--- src/rtl/dbs_pkg.sv ---
package dbs_pkg;

  typedef enum logic [2:0] {
    PH_IDLE       = 3'd0,
    PH_LOAD       = 3'd1,
    PH_TURN       = 3'd2,
    PH_LOAD_DRAIN = 3'd3,
    PH_TURN_DRAIN = 3'd4,
    PH_DRAIN      = 3'd5
  } phase_e;

  // columns in a block of the given length code
  function automatic logic [5:0] blk_cols(input logic [1:0] code);
    return 6'd4 << code;
  endfunction

  // first coefficient entry of a length: tables packed 4, 8, 16, 32
  function automatic logic [5:0] coef_base(input logic [1:0] code);
    return blk_cols(code) - 6'd4;
  endfunction

  // a block fits if reserved plus its columns stays within capacity
  function automatic logic fits(input logic [6:0] used, input logic [1:0] code,
                                input logic [6:0] cap);
    return (used + {1'b0, blk_cols(code)}) <= cap;
  endfunction

  function automatic phase_e phase_of(input logic load, input logic turn,
                                      input logic drain);
    case ({load, turn, drain})
      3'b100:  return PH_LOAD;
      3'b010:  return PH_TURN;
      3'b101:  return PH_LOAD_DRAIN;
      3'b011:  return PH_TURN_DRAIN;
      3'b001:  return PH_DRAIN;
      default: return PH_IDLE;
    endcase
  endfunction

endpackage

--- src/rtl/dbs_fill_ctl.sv ---
module dbs_fill_ctl
  import dbs_pkg::*;
#(
  parameter int AW = 5
) (
  input  logic          clk,
  input  logic          rst_n,
  input  logic          req,
  input  logic [1:0]    req_len,
  input  logic          turn_busy,
  input  logic          turn_last,
  input  logic          ibuf_full,
  output logic          take,
  output logic          fill_busy,
  output logic          fill_last,
  output logic [1:0]    fill_code,
  output logic [AW-1:0] fill_col
);
  localparam int LW = AW + 1;

  // the input buffer is free once the turn issues its final read
  assign take      = req & ~fill_busy & ~ibuf_full & (~turn_busy | turn_last);
  assign fill_last = fill_busy &
                     (LW'(fill_col) == LW'(blk_cols(fill_code)) - LW'(1));

  always_ff @(posedge clk or negedge rst_n) begin
    if (!rst_n) begin
      fill_busy <= 1'b0;
      fill_col  <= '0;
      fill_code <= '0;
    end else if (take) begin
      fill_busy <= 1'b1;
      fill_col  <= '0;
      fill_code <= req_len;
    end else if (fill_busy) begin
      if (fill_last) fill_busy <= 1'b0;
      else           fill_col  <= fill_col + 1'b1;
    end
  end
endmodule

--- src/rtl/dbs_turn_ctl.sv ---
module dbs_turn_ctl
  import dbs_pkg::*;
#(
  parameter int COLS = 32,
  parameter int PIPE = 4,
  parameter int AW   = 5
) (
  input  logic          clk,
  input  logic          rst_n,
  input  logic          fill_last,
  input  logic [1:0]    fill_code,
  input  logic [AW:0]   occ,
  output logic          turn_go,
  output logic          turn_busy,
  output logic          turn_last,
  output logic          ibuf_full,
  output logic [AW-1:0] rd_col,
  output logic [AW:0]   rom_addr,
  output logic [AW-1:0] next_wr,
  output logic          wr_en,
  output logic [AW-1:0] wr_addr,
  output logic          blk_done,
  output logic [1:0]    done_code
);
  localparam int LW = AW + 1;

  typedef struct packed {
    logic          v;
    logic          last;
    logic [1:0]    code;
    logic [AW-1:0] addr;
  } stage_t;

  logic [1:0] ibuf_code, turn_code, cand_code;
  logic       cand;
  stage_t     head;

  // a block is ready to turn if held in the buffer or finishing its load now
  assign cand      = ibuf_full | fill_last;
  assign cand_code = ibuf_full ? ibuf_code : fill_code;
  assign turn_go   = cand & ~turn_busy & fits(7'(occ), cand_code, 7'(COLS));
  assign turn_last = turn_busy &
                     (LW'(rd_col) == LW'(blk_cols(turn_code)) - LW'(1));
  assign rom_addr  = LW'(coef_base(turn_code)) + LW'(rd_col);
  assign head      = '{v: turn_busy, last: turn_last, code: turn_code, addr: next_wr};

  always_ff @(posedge clk or negedge rst_n) begin
    if (!rst_n) begin
      ibuf_full <= 1'b0;
      ibuf_code <= '0;
    end else begin
      if (fill_last) ibuf_code <= fill_code;
      if (turn_go)        ibuf_full <= 1'b0;
      else if (fill_last) ibuf_full <= 1'b1;
    end
  end

  always_ff @(posedge clk or negedge rst_n) begin
    if (!rst_n) begin
      turn_busy <= 1'b0;
      turn_code <= '0;
      rd_col    <= '0;
      next_wr   <= '0;
    end else begin
      if (turn_go) begin
        turn_busy <= 1'b1;
        turn_code <= cand_code;
        rd_col    <= '0;
      end else if (turn_busy) begin
        if (turn_last) turn_busy <= 1'b0;
        else           rd_col    <= rd_col + 1'b1;
      end
      if (turn_busy) next_wr <= next_wr + 1'b1;
    end
  end

  // datapath latency: one register stage per cycle of the rotation pipeline
  for (genvar g = 0; g < PIPE; g++) begin : g_st
    stage_t d, q;
    if (g == 0) begin : g_head
      assign d = head;
    end else begin : g_link
      assign d = g_st[g-1].q;
    end
    always_ff @(posedge clk or negedge rst_n) begin
      if (!rst_n) q <= '0;
      else        q <= d;
    end
  end

  assign wr_en     = g_st[PIPE-1].q.v;
  assign wr_addr   = g_st[PIPE-1].q.addr;
  assign blk_done  = g_st[PIPE-1].q.v & g_st[PIPE-1].q.last;
  assign done_code = g_st[PIPE-1].q.code;
endmodule

--- src/rtl/dbs_drain_ctl.sv ---
module dbs_drain_ctl
  import dbs_pkg::*;
#(
  parameter int AW = 5
) (
  input  logic          clk,
  input  logic          rst_n,
  input  logic          issue,
  input  logic          blk_done,
  input  logic [1:0]    done_code,
  output logic          rd_en,
  output logic [AW-1:0] rd_addr,
  output logic [AW:0]   occ
);
  localparam int LW = AW + 1;

  logic [AW:0] rdy;   // columns of completed blocks not yet read

  assign rd_en = (rdy != '0);

  always_ff @(posedge clk or negedge rst_n) begin
    if (!rst_n) begin
      rdy     <= '0;
      occ     <= '0;
      rd_addr <= '0;
    end else begin
      occ <= occ + LW'(issue) - LW'(rd_en);
      rdy <= rdy + (blk_done ? LW'(blk_cols(done_code)) : LW'(0)) - LW'(rd_en);
      if (rd_en) rd_addr <= rd_addr + 1'b1;
    end
  end
endmodule

--- src/rtl/dbuf_seq.sv ---
module dbuf_seq
  import dbs_pkg::*;
#(
  parameter int COLS = 32,
  parameter int PIPE = 4,
  localparam int AW  = $clog2(COLS)
) (
  input  logic          clk,
  input  logic          rst_n,
  input  logic          req,
  input  logic [1:0]    req_len,
  output logic          take,
  output logic          in_wr_en,
  output logic [AW-1:0] in_wr_addr,
  output logic          in_rd_en,
  output logic [AW-1:0] in_rd_addr,
  output logic [AW:0]   rom_addr,
  output logic          out_wr_en,
  output logic [AW-1:0] out_wr_addr,
  output logic          out_rd_en,
  output logic [AW-1:0] out_rd_addr,
  output logic [2:0]    phase
);
  // named internal events, also used by the bound checker
  logic          fill_busy, fill_last, turn_go, turn_busy, turn_last, ibuf_full;
  logic          blk_done;
  logic [1:0]    fill_code, done_code;
  logic [AW:0]   occ;
  logic [AW-1:0] next_wr, slot_gap;

  dbs_fill_ctl #(.AW(AW)) u_fill (
    .clk, .rst_n, .req, .req_len, .turn_busy, .turn_last, .ibuf_full,
    .take, .fill_busy, .fill_last, .fill_code, .fill_col(in_wr_addr)
  );

  dbs_turn_ctl #(.COLS(COLS), .PIPE(PIPE), .AW(AW)) u_turn (
    .clk, .rst_n, .fill_last, .fill_code, .occ,
    .turn_go, .turn_busy, .turn_last, .ibuf_full,
    .rd_col(in_rd_addr), .rom_addr, .next_wr,
    .wr_en(out_wr_en), .wr_addr(out_wr_addr), .blk_done, .done_code
  );

  dbs_drain_ctl #(.AW(AW)) u_drain (
    .clk, .rst_n, .issue(turn_busy), .blk_done, .done_code,
    .rd_en(out_rd_en), .rd_addr(out_rd_addr), .occ
  );

  assign in_wr_en = fill_busy;
  assign in_rd_en = turn_busy;
  assign slot_gap = next_wr - out_rd_addr;
  assign phase    = phase_of(fill_busy, turn_busy, out_rd_en);
endmodule

--- config.mk ---
export PLATFORM = sky130hd
export DESIGN_NAME = dbuf_seq
export DESIGN_NICKNAME = d
export VERILOG_FILES = /design/src/rtl/dbs_pkg.sv /design/src/rtl/dbs_fill_ctl.sv /design/src/rtl/dbs_turn_ctl.sv /design/src/rtl/dbs_drain_ctl.sv /design/src/rtl/dbuf_seq.sv
export SDC_FILE = /design/constraint.sdc
export NUM_CORES = 1
export LEC_CHECK = 0
export BUFFER_PORTS_ARGS = -buffer_cell sky130_fd_sc_hd__buf_4
export CORE_MARGIN = 2
export CORE_UTILIZATION = 30
export DETAILED_ROUTE_END_ITERATION = 8
export GPL_TIMING_DRIVEN = 1
export SETUP_SLACK_MARGIN = 0.05
export SYNTH_ARGS = -nofsm -noshare
export SYNTH_HDL_FRONTEND = slang
export SYNTH_SLANG_ARGS = --single-unit
--- constraint.sdc ---
create_clock -name clk -period 8.35 [get_ports clk]
set_input_delay 1.67 -clock clk [delete_from_list [all_inputs] [get_ports clk]]
set_output_delay 1.67 -clock clk [all_outputs]
set_load 0.02 [all_outputs]
# [Word level (Yosys, flattened, before mapping)]
# Index checks and enable logic that the tools add are counted.
[classes] add_sub_neg=13 n_lt_le_gt_ge=1 n_eq_ne=9 shifts=4 muxes=17 bitwise=13 n_reduce_logical=6
[ops] op="5-bit two-way mux" count=6
[ops] op="3-bit by 2-bit left shift with 6-bit output, first input constant" count=4
[ops] op="5-bit by 1-bit adder with 5-bit output, second input constant" count=4
[ops] op="3-bit case mux with 5 select lines" count=1
[ops] op="5-bit by 6-bit == test with 1-bit output" count=2
[ops] op="6-bit by 1-bit subtractor with 6-bit output" count=2
[ops] op="6-bit by 1-bit subtractor with 6-bit output, second input constant" count=2
[ops] op="1-bit bitwise AND" count=8
[ops] op="1-bit two-way mux" count=8
[ops] op="6-bit by 6-bit adder with 7-bit output" count=1
[ops] op="7-bit by 6-bit <= comparator with 1-bit output, second input constant" count=1
[ops] op="6-bit by 1-bit adder with 6-bit output" count=1
[ops] op="6-bit by 5-bit adder with 6-bit output" count=1
[ops] op="6-bit adder" count=1
[ops] op="3-bit by 2-bit == test with 1-bit output, second input constant" count=2
[ops] op="3-bit == test, second input constant" count=2
[ops] op="6-bit two-way mux" count=1
[ops] op="2-bit nonzero test" count=3
[ops] op="6-bit nonzero test" count=1
[ops] op="6-bit by 3-bit subtractor with 6-bit output, second input constant" count=1
[ops] op="2-bit inequality test, second input constant" count=2
[ops] op="2-bit AND reduction" count=2
[ops] op="3-bit by 1-bit == test with 1-bit output, second input constant" count=1
[ops] op="1-bit inverter" count=3
[ops] op="other kinds (2)" count=3
[totals] regBits=77 input_bits=5 output_inout_bits=34 elab_cells=91

# [Depth between registers and ports, before layout]
# Gate-level depths: netlist of the first run.
[logic_depth] ltp_word=9 mapped_depth=10 ltp_nobuf=10

# [Modules after synthesis]
# From an unflattened synthesis of the first run, not the netlist that was laid out.
[unflattened] cells_unflattened=297 hier_area_um2=3552.2
[modules_own_cells] mod="dbs_turn_ctl" n_inst=1 cells_per_inst=152 area_per_inst_um2=2058.2 seq_area_each_um2=1301.2
[modules_own_cells] mod="dbs_drain_ctl" n_inst=1 cells_per_inst=95 area_per_inst_um2=1027.2 seq_area_each_um2=425.4
[modules_own_cells] mod="dbs_fill_ctl" n_inst=1 cells_per_inst=45 area_per_inst_um2=436.7 seq_area_each_um2=200.2
[modules_own_cells] mod="dbuf_seq" n_inst=1 cells_per_inst=5 area_per_inst_um2=30.0 seq_area_each_um2=0.0

# [Least setup slack after synthesis of the first run]
# OpenSTA, ideal clock, no wires.
[synth_path] path_kind="input-to-output" start="in req" end="out take" arrival_time_ps=2197 required_time_ps=6680 setup_slack_ps=4483 path_stages=1 path_buffers=0 cell_sequence="nor4b_4"
[synth_via] elab_chain_cells=3
[synth_rtl] element="start: declaration" line="dbuf_seq.sv:10" rtl="input logic req,"
[synth_rtl] element="1-bit bitwise AND (3 in series)" line="dbs_fill_ctl.sv:22" rtl="assign take = req & ~fill_busy & ~ibuf_full & (~turn_busy | turn_last);"
[synth_rtl] element="end: declaration" line="dbuf_seq.sv:12" rtl="output logic take,"
# Every way passes these cells.

# [Final worst setup path of the first run]
[layout_path] start="reg u_turn.turn_code[1]" end="out take"
[layout_via] elab_chain_cells=6
[layout_rtl] element="start: declaration" line="dbs_turn_ctl.sv:34" rtl="logic [1:0] ibuf_code, turn_code, cand_code;"
[layout_rtl] element="start signal: assignment" line="dbs_turn_ctl.sv:67" rtl="turn_code <= cand_code;"
[layout_rtl] element="3-bit by 2-bit left shift with 6-bit output" line="dbs_pkg.sv:14" rtl="return 6'd4 << code;"
[layout_rtl] element="6-bit by 1-bit subtractor with 6-bit output" line="dbs_turn_ctl.sv:43" rtl="(LW'(rd_col) == LW'(blk_cols(turn_code)) - LW'(1));"
[layout_rtl] element="5-bit by 6-bit == test with 1-bit output" line="dbs_turn_ctl.sv:43"
[layout_rtl] element="1-bit bitwise AND" line="dbs_turn_ctl.sv:42" rtl="assign turn_last = turn_busy &"
[layout_rtl] element="1-bit bitwise OR" line="dbs_fill_ctl.sv:22"
[layout_rtl] element="1-bit bitwise AND" line="dbs_fill_ctl.sv:22"
# Every way passes these cells.

==> results.sh, run 1 <==
export IMPL_status="completed"
export IMPL_avgSynthCellArea_um2=12.16
export IMPL_synth_seq_cells=77
export IMPL_floorplan_initialDensity_pct=30.49
export IMPL_yosys_area_top_type="dfrtp_1"
export IMPL_overflow=0
export IMPL_critical_path_slowest_cell="nor4b_4"
export IMPL_timing_fmax_mhz=236.4
export IMPL_coreArea_mm2=0.01132
export IMPL_ys_flop_type="dfrtp_1"
export IMPL_final_common_cell="dfrtp_1"
export IMPL_cts_made_buffers=9
export IMPL_area_growth_pct=20.01
export IMPL_path_class="flip-flop to output pin"
export IMPL_fin_area_mm2=0.004143
export IMPL_antenna_cells=0
export IMPL_crit_arrival_ns=2.56
export IMPL_dieWidth_um=111.3
export IMPL_critical_path_top_delay_family="simple AND/OR/NAND/NOR gates"
export IMPL_crit_path_start_kind="flip-flop"
export IMPL_power_density_mw_per_mm2=469.3
export IMPL_cts_root_buf="clkbuf_16"
export IMPL_maxCapViolCount=0
export IMPL_critPathLaunch="u_turn.turn_code[1]"
export IMPL_htreeDepth=3
export IMPL_total_power_w=0.001944
export IMPL_drc=0
export IMPL_synth_edf_count=0
export IMPL_slew_violations=0
export IMPL_dpl_hpwl_um=4147
export IMPL_antenna_found_initial=0
export IMPL_layout_common_cells="dfrtp_1, buf_4, inv_1"
export IMPL_clk_pin_slew_worst_paths_ns=0.07
export IMPL_synth_cells=284
export IMPL_grt_pass1_wl_um=10300
export IMPL_place_area_mm2=0.003852
export IMPL_fin_worst_skew_ns=0.006568
export IMPL_synth_cell_types=41
export IMPL_dp_cells=455
export IMPL_path_cells="or2_2 > ha_1 > nand2_1 > o21a_4 > nor4b_4 > buf_4"
export IMPL_nets=358
export IMPL_finalCritPeriodShare_pct=50.66
export IMPL_grt_pass1_vias=2215
export IMPL_ys_warn_count=0
export IMPL_clock_sinks=77
export IMPL_critical_path_required_ns=6.68
export IMPL_ys_top_cells_by_area="dfrtp_1, ha_1, xnor2_1"
export IMPL_fp_row_count=39
export IMPL_synth_nets=319
export IMPL_layout_cells_non_filler=471
export IMPL_crit_path_end_kind="output pin"
export IMPL_grtUsageTotal_pct=10.46
export IMPL_critPathMaxFanout=9
export IMPL_gp_congestion=0.7498
export IMPL_detail_route_iter0_violations=68
export IMPL_p_leak_nw=1.988
export IMPL_layout_drive_gt1_share_pct=20.12
export IMPL_drt_pass1_iterations=4
export IMPL_cts_tree="built"
export IMPL_routed_wirelength_um=6086
export IMPL_cts_hold_buffers=0
export IMPL_hold_class="flip-flop to flip-flop"
export IMPL_post_cts_setup_buffers=0
export IMPL_syn_area_mm2=0.003452
export IMPL_rsz0062_at_grt="false"
export IMPL_vias_per_cell=4.616
export IMPL_crit_buf_inv=1
export IMPL_yosysTopAreaCellShare_pct=55.82
export IMPL_worst_pin_slew_ns=0.9642
export IMPL_yosysSeqAreaShare_pct=55.82
export IMPL_worstSkewPairLatency_ns=0.33
export IMPL_fin_tns_setup_ns=0
export IMPL_critical_path_max_stage_delay_ns=0.55
export IMPL_hold_violations=0
export IMPL_num_vias=2174
export IMPL_async_reset_ff_share_pct=100.0
export IMPL_slew_headroom_pct=35.72
export IMPL_ant_nets=0
export IMPL_period_minus_slack_ns=4.230
export IMPL_setup_viol=0
export IMPL_dieHeight_um=111.3
export IMPL_grt_max_degree=78
export IMPL_peakVddDrop_mv=0.1747
export IMPL_cts_buffer_depth=2
export IMPL_reg2reg_from="u_turn.ibuf_full"
export IMPL_wl_per_cell_um=12.92
export IMPL_dieArea_mm2=0.01238
export IMPL_min_from="u_turn.g_st[1].q[2]"
export IMPL_cts_resized=0
export IMPL_io_pins=39
export IMPL_port_buffers=38
==> kinds of logic after synthesis <==
group	count (synthesis)	synth area share (%)
AOI/OAI and AO/OA	37	7.286
and+or+nand+nor	66	10.62
adders and majority gates	30	11.74
xor gates and xnor gates	25	6.343
DFF	77	55.82
muxes	9	3.081
buffers and inverters	40	5.111
==> power breakdown <==
group          internal, W  total (W)  switching (W)
sequential        0.000545   0.000690       0.000145
clock             0.000209   0.000381       0.000171
combinational     0.000417   0.000874       0.000457
==> worst paths after layout <==
check	end	slack [ns]	cells past startpoint
max	take	4.12	6
min	u_turn.g_st[2].q[2]	0.35	0
max reg2reg	u_turn.turn_code[1]	5.03	8
min reg2reg	u_turn.g_st[2].q[2]	0.35	0
max in group asynchronous	u_drain.occ[1]	6.24	1
min in group asynchronous	u_drain.rd_addr[2]	1.47	1
==> through the flow <==
stage	hold slack (ns)	setup slack [ns]	utilization, %
after floorplan	0.3312	4.483	-
after global placement	0.3323	4.145	34.03
after detailed placement	0.3347	4.123	34.03
after CTS	0.3479	4.076	36.59
after global routing	0.3547	3.995	36.59
final	0.3455	4.120	36.59
==> cell usage after synthesis (all sizes together), types with 3 or more instances <==
| master | number |
|---|---|
| clkbuf | 3 |
| buf | 7 |
| fa | 4 |
| dfrtp | 77 |
| ha | 26 |
| nand4 | 7 |
| nand3 | 5 |
| nor3 | 4 |
| a21o | 5 |
| nor2 | 15 |
| nand2b | 5 |
| nand2 | 12 |
| xnor2 | 17 |
| o21ai | 8 |
| or3 | 4 |
| a21oi | 10 |
| xor2 | 8 |
| inv | 30 |
| mux2 | 7 |
==> state kept, by name, indices dropped and copies added, names as in the netlist <==
register          count
u_turn.done_code      2
u_turn.wr_en          1
u_fill.fill_busy      1
u_drain.rdy           6
u_fill.fill_code      2
u_turn.turn_busy      1
u_turn.ibuf_code      2
u_fill.fill_col       5
u_turn.next_wr        5
u_turn.rd_col         5
u_turn.turn_code      2
u_turn.ibuf_full      1
u_turn.wr_addr        5
u_turn.g_st.q        28
u_drain.occ           6
u_drain.rd_addr       5
==> per-layer routing <==
layer / up-vias / share of wire [%] / global-route usage (%) / wire [um]
met5: - / 0 / 0 / 0
met4: 0 / 2.2 / 5.350 / 132
met3: 11 / 4.3 / 2.242 / 259
met2: 45 / 46 / 16.42 / 2787
met1: 1076 / 48 / 13.66 / 2907
li1: 1042 / - / - / -
==> cell type report <==
class,instances,area (um2)
multi-input cells,167,1349
inverters,30,112.6
fillers,1128,7178
clock buffers,9,225.2
flip-flops and latches,77,1927
clock inverters,7,65.06
repair buffers,38,285.3
well taps,143,178.9
Note: power is estimated with default switching activity, not from simulation.
==> inputs of run 2 (changes only) <==
Settings changed: ABC_AREA set to 1.
Clock period 8.35 ns to 4.37 ns, I/O delays scaled along.
==> run 2 against run 1 <==
The flow now finishes with violations (design-rule violations); clock-buffer cell count unchanged; hold slack got worse by 0.0045 ns; critical path depth increased by 4; core utilization increased by 0.29 points; area after synthesis increased by 3.1%; global-route usage decreased by 0.10 points; design area increased by 2.5%; flip-flop and latch count unchanged; critical path type unchanged; critical endpoint is now rom_addr[5].
==> results.sh, run 2 <==
export IMPL_yosysSeqAreaShare_pct=54.15
export IMPL_post_cts_setup_buffers=0
export IMPL_status="complete, but fails checks"
export IMPL_top_register="u_turn.g_st.q"
export IMPL_clock_sinks=77
export IMPL_worst_pin_slew_ns=0.9618
export IMPL_coreArea_mm2=0.01152
export IMPL_slew_headroom_pct=35.88
export IMPL_async_reset_ff_share_pct=100.0
export IMPL_crit_arrival_ns=2.25
export IMPL_period_minus_slack_ns=3.128
export IMPL_routed_wirelength_um=5940
export IMPL_finalCritPeriodShare_pct=71.58
export IMPL_final_common_cell="dfrtp_1"
export IMPL_antenna_found_initial=0
export IMPL_fillers=1143
export IMPL_critical_path_slowest_cell="dfrtp_1"
export IMPL_vias_per_cell=4.256
export IMPL_layout_common_cells="dfrtp_1, nand2_1, inv_1"
export IMPL_yosysTopAreaCellShare_pct=54.15
export IMPL_wl_per_cell_um=11.00
export IMPL_worstSkewPairLatency_ns=0.33
export IMPL_seq_area_mm2=0.001927
export IMPL_port_buffers=38
export IMPL_grt_pass1_vias=2408
export IMPL_cts_tree="built"
export IMPL_drt_pass1_iterations=6
export IMPL_synth_most_common_cell="dfrtp_1"
export IMPL_cts_hold_buffers=0
export IMPL_syn_area_mm2=0.003558
export IMPL_use_met2_pct=18.27
export IMPL_ys_warn_count=0
export IMPL_detail_route_iter0_violations=77
export IMPL_cts_buffer_depth=2
export IMPL_gp_congestion=0.7504
export IMPL_grt_util_met3_pct=3.267
export IMPL_synth_mux_area_share_pct=0
export IMPL_crit_top_cell="inv_1"
export IMPL_r2r_end="u_turn.turn_code[1]"
export IMPL_htreeDepth=3
export IMPL_violations="design-rule violations"
export IMPL_ys_top_cells_by_area="dfrtp_1, ha_1, nand2_1"
export IMPL_cts_resized=0
export IMPL_timing_critical_path_to="rom_addr[5]"
export IMPL_slew_violations=0
export IMPL_grtUsageMet1_pct=12.51
export IMPL_overflow=0
export IMPL_floorplan_initialDensity_pct=30.90
export IMPL_clk_pin_slew_worst_paths_ns=0.06
export IMPL_rsz0062_at_grt="false"
export IMPL_fin_tns_setup_ns=0
export IMPL_grt_busiest_layer="met2"
export IMPL_dieArea_mm2=0.01275
export IMPL_num_vias=2298
export IMPL_crit_path_start_kind="flip-flop"
export IMPL_maxCapViolCount=0
export IMPL_timing_fmax_mhz=319.7
export IMPL_largest_reg_flops=28
export IMPL_area_growth_pct=19.37
export IMPL_synth_top_cells_by_count="dfrtp_1, nand2_1, inv_1, ha_1, nand3_1"
export IMPL_antenna_cells=0
export IMPL_setup_viol=0
export IMPL_synth_edf_count=0
export IMPL_grtUsageTotal_pct=10.36
export IMPL_ys_flop_type="dfrtp_1"
export IMPL_reg_top3="u_turn.g_st.q: 28 flops, u_drain.occ: 6 flops, u_drain.rdy: 6 flops"
export IMPL_avgSynthCellArea_um2=10.11
export IMPL_dieHeight_um=112.9
export IMPL_cts_made_buffers=9
export IMPL_synth_seq_cells=77
export IMPL_yosys_area_top_type="dfrtp_1"
export IMPL_critical_path_required_ns=3.50
export IMPL_ant_nets=0
export IMPL_synth_compound_area_share_pct=2.391
export IMPL_path_class="flip-flop to output pin"
export IMPL_crit_path_end_kind="output pin"
export IMPL_hold_class="flip-flop to flip-flop"
export IMPL_path_cells="inv_1 > nand2_1 > ha_1 > inv_1 > ha_1 > inv_1 > fa_1 > xnor2_1 > xnor2_1 > buf_4"
export IMPL_synth_simple_area_share_pct=17.05
export IMPL_synth_nets=387
export IMPL_synth_fa_ha_area_share_pct=11.39
export IMPL_critPathMaxFanout=6
export IMPL_critPathLaunch="u_turn.turn_code[1]"
export IMPL_grt_pass1_wl_um=10790
export IMPL_dpl_hpwl_um=4311
export IMPL_fin_util_pct=36.89
export IMPL_r2r_cells=17
export IMPL_fin_worst_skew_ns=0.007861
export IMPL_cts_root_buf="clkbuf_16"
export IMPL_reg2reg_from="u_turn.ibuf_full"
export IMPL_critical_path_max_stage_delay_ns=0.43
export IMPL_reg2reg_slack_ns=1.70
export IMPL_io_pins=39
export IMPL_grt_max_degree=78
export IMPL_hold_violations=0
export IMPL_fp_row_count=39
export IMPL_dieWidth_um=112.9
export IMPL_layout_drive_gt1_share_pct=18.14
export IMPL_nets=427
export IMPL_multi_input_area_mm2=0.001334
export IMPL_drc=1
export IMPL_synth_cell_types=26
export IMPL_synth_top_family_by_area="simple AND/OR/NAND/NOR gates"
export IMPL_synth_xor_area_share_pct=6.646
export IMPL_synth_cells=352
-- run 2: changes by cell type after synthesis, sizes merged, moves of 5 or more --
| cell | before | now |
|---|---|---|
| inv | 30 | 62 |
| mux2 | 7 | 0 |
| nand2 | 12 | 75 |
| a21o | 5 | 0 |
| nor2 | 15 | 22 |
| nand3 | 5 | 24 |
| xor2 | 8 | 16 |
| xnor2 | 17 | 11 |
| nand2b | 5 | 0 |
-- run 2: logic make-up (layout without fill, tap and decap cells) --
| kind of cell | after synthesis | after routing |
|---|---|---|
| flip-flops | 77 | 77 |
| XOR/XNOR | 27 | 27 |
| AND/OR/NAND/NOR | 130 | 130 |
| buffers and inverters | 71 | 116 |
| AO/OA/AOI/OAI | 17 | 17 |
| adder cells (fa/ha/maj) | 30 | 30 |
-- run 2: how the worst min path moves through the flow --
stage                                    from                  end  slack (ns)  cells after the start
final                     u_turn.g_st[0].q[3]  u_turn.g_st[1].q[3]        0.34                      0
after global routing      u_turn.g_st[0].q[7]  u_turn.g_st[1].q[7]        0.34                      0
after CTS                 u_turn.g_st[1].q[4]  u_turn.g_st[2].q[4]        0.34                      0
after detailed placement  u_turn.g_st[0].q[0]  u_turn.g_st[1].q[0]        0.33                      0
after global placement    u_turn.g_st[0].q[3]  u_turn.g_st[1].q[3]        0.33                      0
after floorplan           u_turn.g_st[2].q[5]  u_turn.done_code[0]        0.33                      0
-- run 2: final cells by class --
cell class / instances / area share [%]
inverters: 62 / 5.538
multi-input cells: 204 / 31.40
clock buffers: 9 / 5.302
repair buffers: 38 / 6.716
well taps: 143 / 4.212
flip-flops and latches: 77 / 45.36
clock inverters: 7 / 1.473
-- run 2: worst max-delay path, delay by kind of cell, from the launching register on --
| kind | cells | cell delay [ns] |
|---|---|---|
| simple gates | 1 | 0.07 |
| fa+ha+maj | 3 | 0.77 |
| buf+inv | 4 | 0.36 |
| flops | 1 | 0.43 |
| xor+xnor | 2 | 0.30 |
-- run 2: per-stage QoR --
| stage | worst slack [ns] | hold WS (ns) | cells | area [um2] |
|---|---|---|---|---|
| after floorplan | 1.515 | 0.3312 | 352 | 3558 |
| after global placement | 1.605 | 0.3315 | 524 | 3960 |
| after detailed placement | 1.562 | 0.3347 | 524 | 3960 |
| after CTS | 1.208 | 0.3422 | 540 | 4248 |
| after global routing | 1.059 | 0.3440 | 540 | 4248 |
| final | 1.242 | 0.3410 | 540 | 4248 |
-- run 2: layer usage --
layer	wire length [um]	part of all wire [%]	vias to the layer above
met3	260	4.4	4
met5	0	0	-
met1	2686	45	1091
met4	29	0.49	0
met2	2964	50	37
li1	-	-	1166
Power of run 2 is not shown: default switching activity piles up to over one toggle a cycle in this logic, so the estimate is an artifact.
==> inputs of run 3 (changes only) <==
Settings changed: ABC_AREA 1 to 0.
Clock period 4.37 ns to 3.2 ns, I/O delays scaled along.
==> run 3 against run 2 <==
Critical endpoint unchanged; sequential share of layout area is 0.16 points higher; the run now ends clean; cell count is 11% lower; non-clock buffer count is 9 higher; clock-buffer cell count stayed put; setup slack worse by 1.1 ns.
==> results.sh, run 3 (synthesis results as in run 1) <==
export IMPL_status="completed"
export IMPL_ant_nets=0
export IMPL_finalCritPeriodShare_pct=94.50
export IMPL_worst_pin_slew_ns=0.9828
export IMPL_grt_max_degree=78
export IMPL_peakVddDrop_mv=0.5100
export IMPL_fin_area_mm2=0.004242
export IMPL_dieArea_mm2=0.01238
export IMPL_coreArea_mm2=0.01132
export IMPL_port_buffers=38
export IMPL_top_register="u_turn.g_st.q"
export IMPL_layout_drive_gt1_share_pct=24.04
export IMPL_timing_fmax_mhz=330.7
export IMPL_multi_input_area_mm2=0.001378
export IMPL_fillers=1134
export IMPL_io_pins=39
export IMPL_cts_root_buf="clkbuf_16"
export IMPL_fin_tns_setup_ns=0
export IMPL_detail_route_iter0_violations=95
export IMPL_slew_violations=0
export IMPL_maxCapViolCount=0
export IMPL_worstSkewPairLatency_ns=0.33
export IMPL_critPathMaxFanout=5
export IMPL_path_class="flip-flop to output pin"
export IMPL_reg_top3="u_turn.g_st.q: 28 flops, u_drain.occ: 6 flops, u_drain.rdy: 6 flops"
export IMPL_clock_sinks=77
export IMPL_dieWidth_um=111.3
export IMPL_hold_violations=0
export IMPL_fp_row_count=39
export IMPL_layout_cells_non_filler=480
export IMPL_antenna_cells=0
export IMPL_drt_pass1_iterations=4
export IMPL_crit_path_start_kind="flip-flop"
export IMPL_dp_cells=458
export IMPL_critical_path_required_ns=2.56
export IMPL_cts_tree="built"
export IMPL_num_vias=2183
export IMPL_slew_headroom_pct=34.48
export IMPL_layout_common_cells="dfrtp_1, buf_4, inv_1"
export IMPL_grt_pass1_vias=2197
export IMPL_cts_buffer_depth=2
export IMPL_nets=367
export IMPL_dpl_hpwl_um=4330
export IMPL_total_power_w=0.005223
export IMPL_grtUsageTotal_pct=10.72
export IMPL_rsz0062_at_grt="false"
export IMPL_setup_viol=0
export IMPL_crit_arrival_ns=2.38
export IMPL_wl_per_cell_um=13.29
export IMPL_p_leak_nw=2.031
export IMPL_routed_wirelength_um=6377
export IMPL_hold_class="flip-flop to flip-flop"
export IMPL_floorplan_initialDensity_pct=30.49
export IMPL_vias_per_cell=4.548
export IMPL_area_growth_pct=22.87
export IMPL_cts_hold_buffers=0
export IMPL_seq_area_mm2=0.001931
export IMPL_crit_path_end_kind="output pin"
export IMPL_drc=0
export IMPL_largest_reg_flops=28
export IMPL_cts_made_buffers=9
export IMPL_gp_congestion=0.7596
export IMPL_power_density_mw_per_mm2=1231
export IMPL_overflow=0
export IMPL_antenna_found_initial=0
export IMPL_htreeDepth=3
export IMPL_period_minus_slack_ns=3.024
export IMPL_final_common_cell="dfrtp_1"
export IMPL_grt_pass1_wl_um=10490
export IMPL_fin_worst_skew_ns=0.008618
export IMPL_place_area_mm2=0.003875
export IMPL_clk_pin_slew_worst_paths_ns=0.07
export IMPL_dieHeight_um=111.3
==> run 3: power by group <==
part | leakage (nW) | internal (W) | switching [W] | total, W
Sequential | 0.949 | 0.00143 | 0.000385 | 0.00181
Clock | 0.136 | 0.000543 | 0.000436 | 0.000979
Combinational | 0.946 | 0.00118 | 0.00125 | 0.00243
==> run 3: cell type report <==
cell class / instances / share of cell area, %
Clock buffer: 9 / 5.310
Clock inverter: 7 / 1.504
Inverter: 30 / 2.655
Multi-Input combinational cell: 167 / 32.48
Sequential cell: 77 / 45.52
Tap cell: 143 / 4.218
Timing Repair Buffer: 47 / 8.319
==> run 3: timing repair <==
action                                  in CTS  in global routing
resized for setup                            1                  6
pin swaps                                    0                  3
endpoints found under the setup margin       2                  7
buffers inserted                             0                  6
gates cloned                                 0                  0
==> run 3: final timing paths <==
check                      slack [ns]  depth (start not counted)             endpoint           startpoint
setup reg to reg                 0.29                          8  u_turn.turn_code[1]     u_turn.ibuf_full
min in group asynchronous        0.41                          1       u_drain.rdy[4]                rst_n
max in group asynchronous        2.08                          1  u_turn.turn_code[0]                rst_n
hold / removal                   0.34                          0  u_turn.g_st[2].q[7]  u_turn.g_st[1].q[7]
hold reg to reg                  0.34                          0  u_turn.g_st[2].q[7]  u_turn.g_st[1].q[7]
setup / recovery                 0.18                          9          rom_addr[5]  u_turn.turn_code[1]
==> run 3: per-layer routing <==
metal | wire length, um | up-vias | share of wire (%) | global-route usage, %
met2 | 2968 | 47 | 47 | 16.59
met4 | 111 | 0 | 1.7 | 3.786
met3 | 297 | 11 | 4.7 | 3.718
met5 | 0 | - | 0 | 0
met1 | 2999 | 1063 | 47 | 14.01
li1 | - | 1062 | - | -
==> run 3: metrics by stage <==
step                hold WS (ns)  util [%]  setup WS [ns]
finish                    0.3392     37.47         0.1760
global route              0.3476     37.47        0.05154
CTS                       0.3425     36.84        0.08276
detailed placement        0.3347     34.23        0.09255
global placement          0.3312     34.23         0.2270
floorplan                 0.3312         -         0.3168
==> run 3: critical path, stage by stage (launching register included) <==
cell and delay, ns:
dfrtp_2 0.44, or2b_1 0.23, ha_1 0.27, inv_1 0.06
ha_1 0.13, inv_1 0.05, fa_1 0.37, xnor2_1 0.19
xnor2_1 0.15, buf_4 0.17
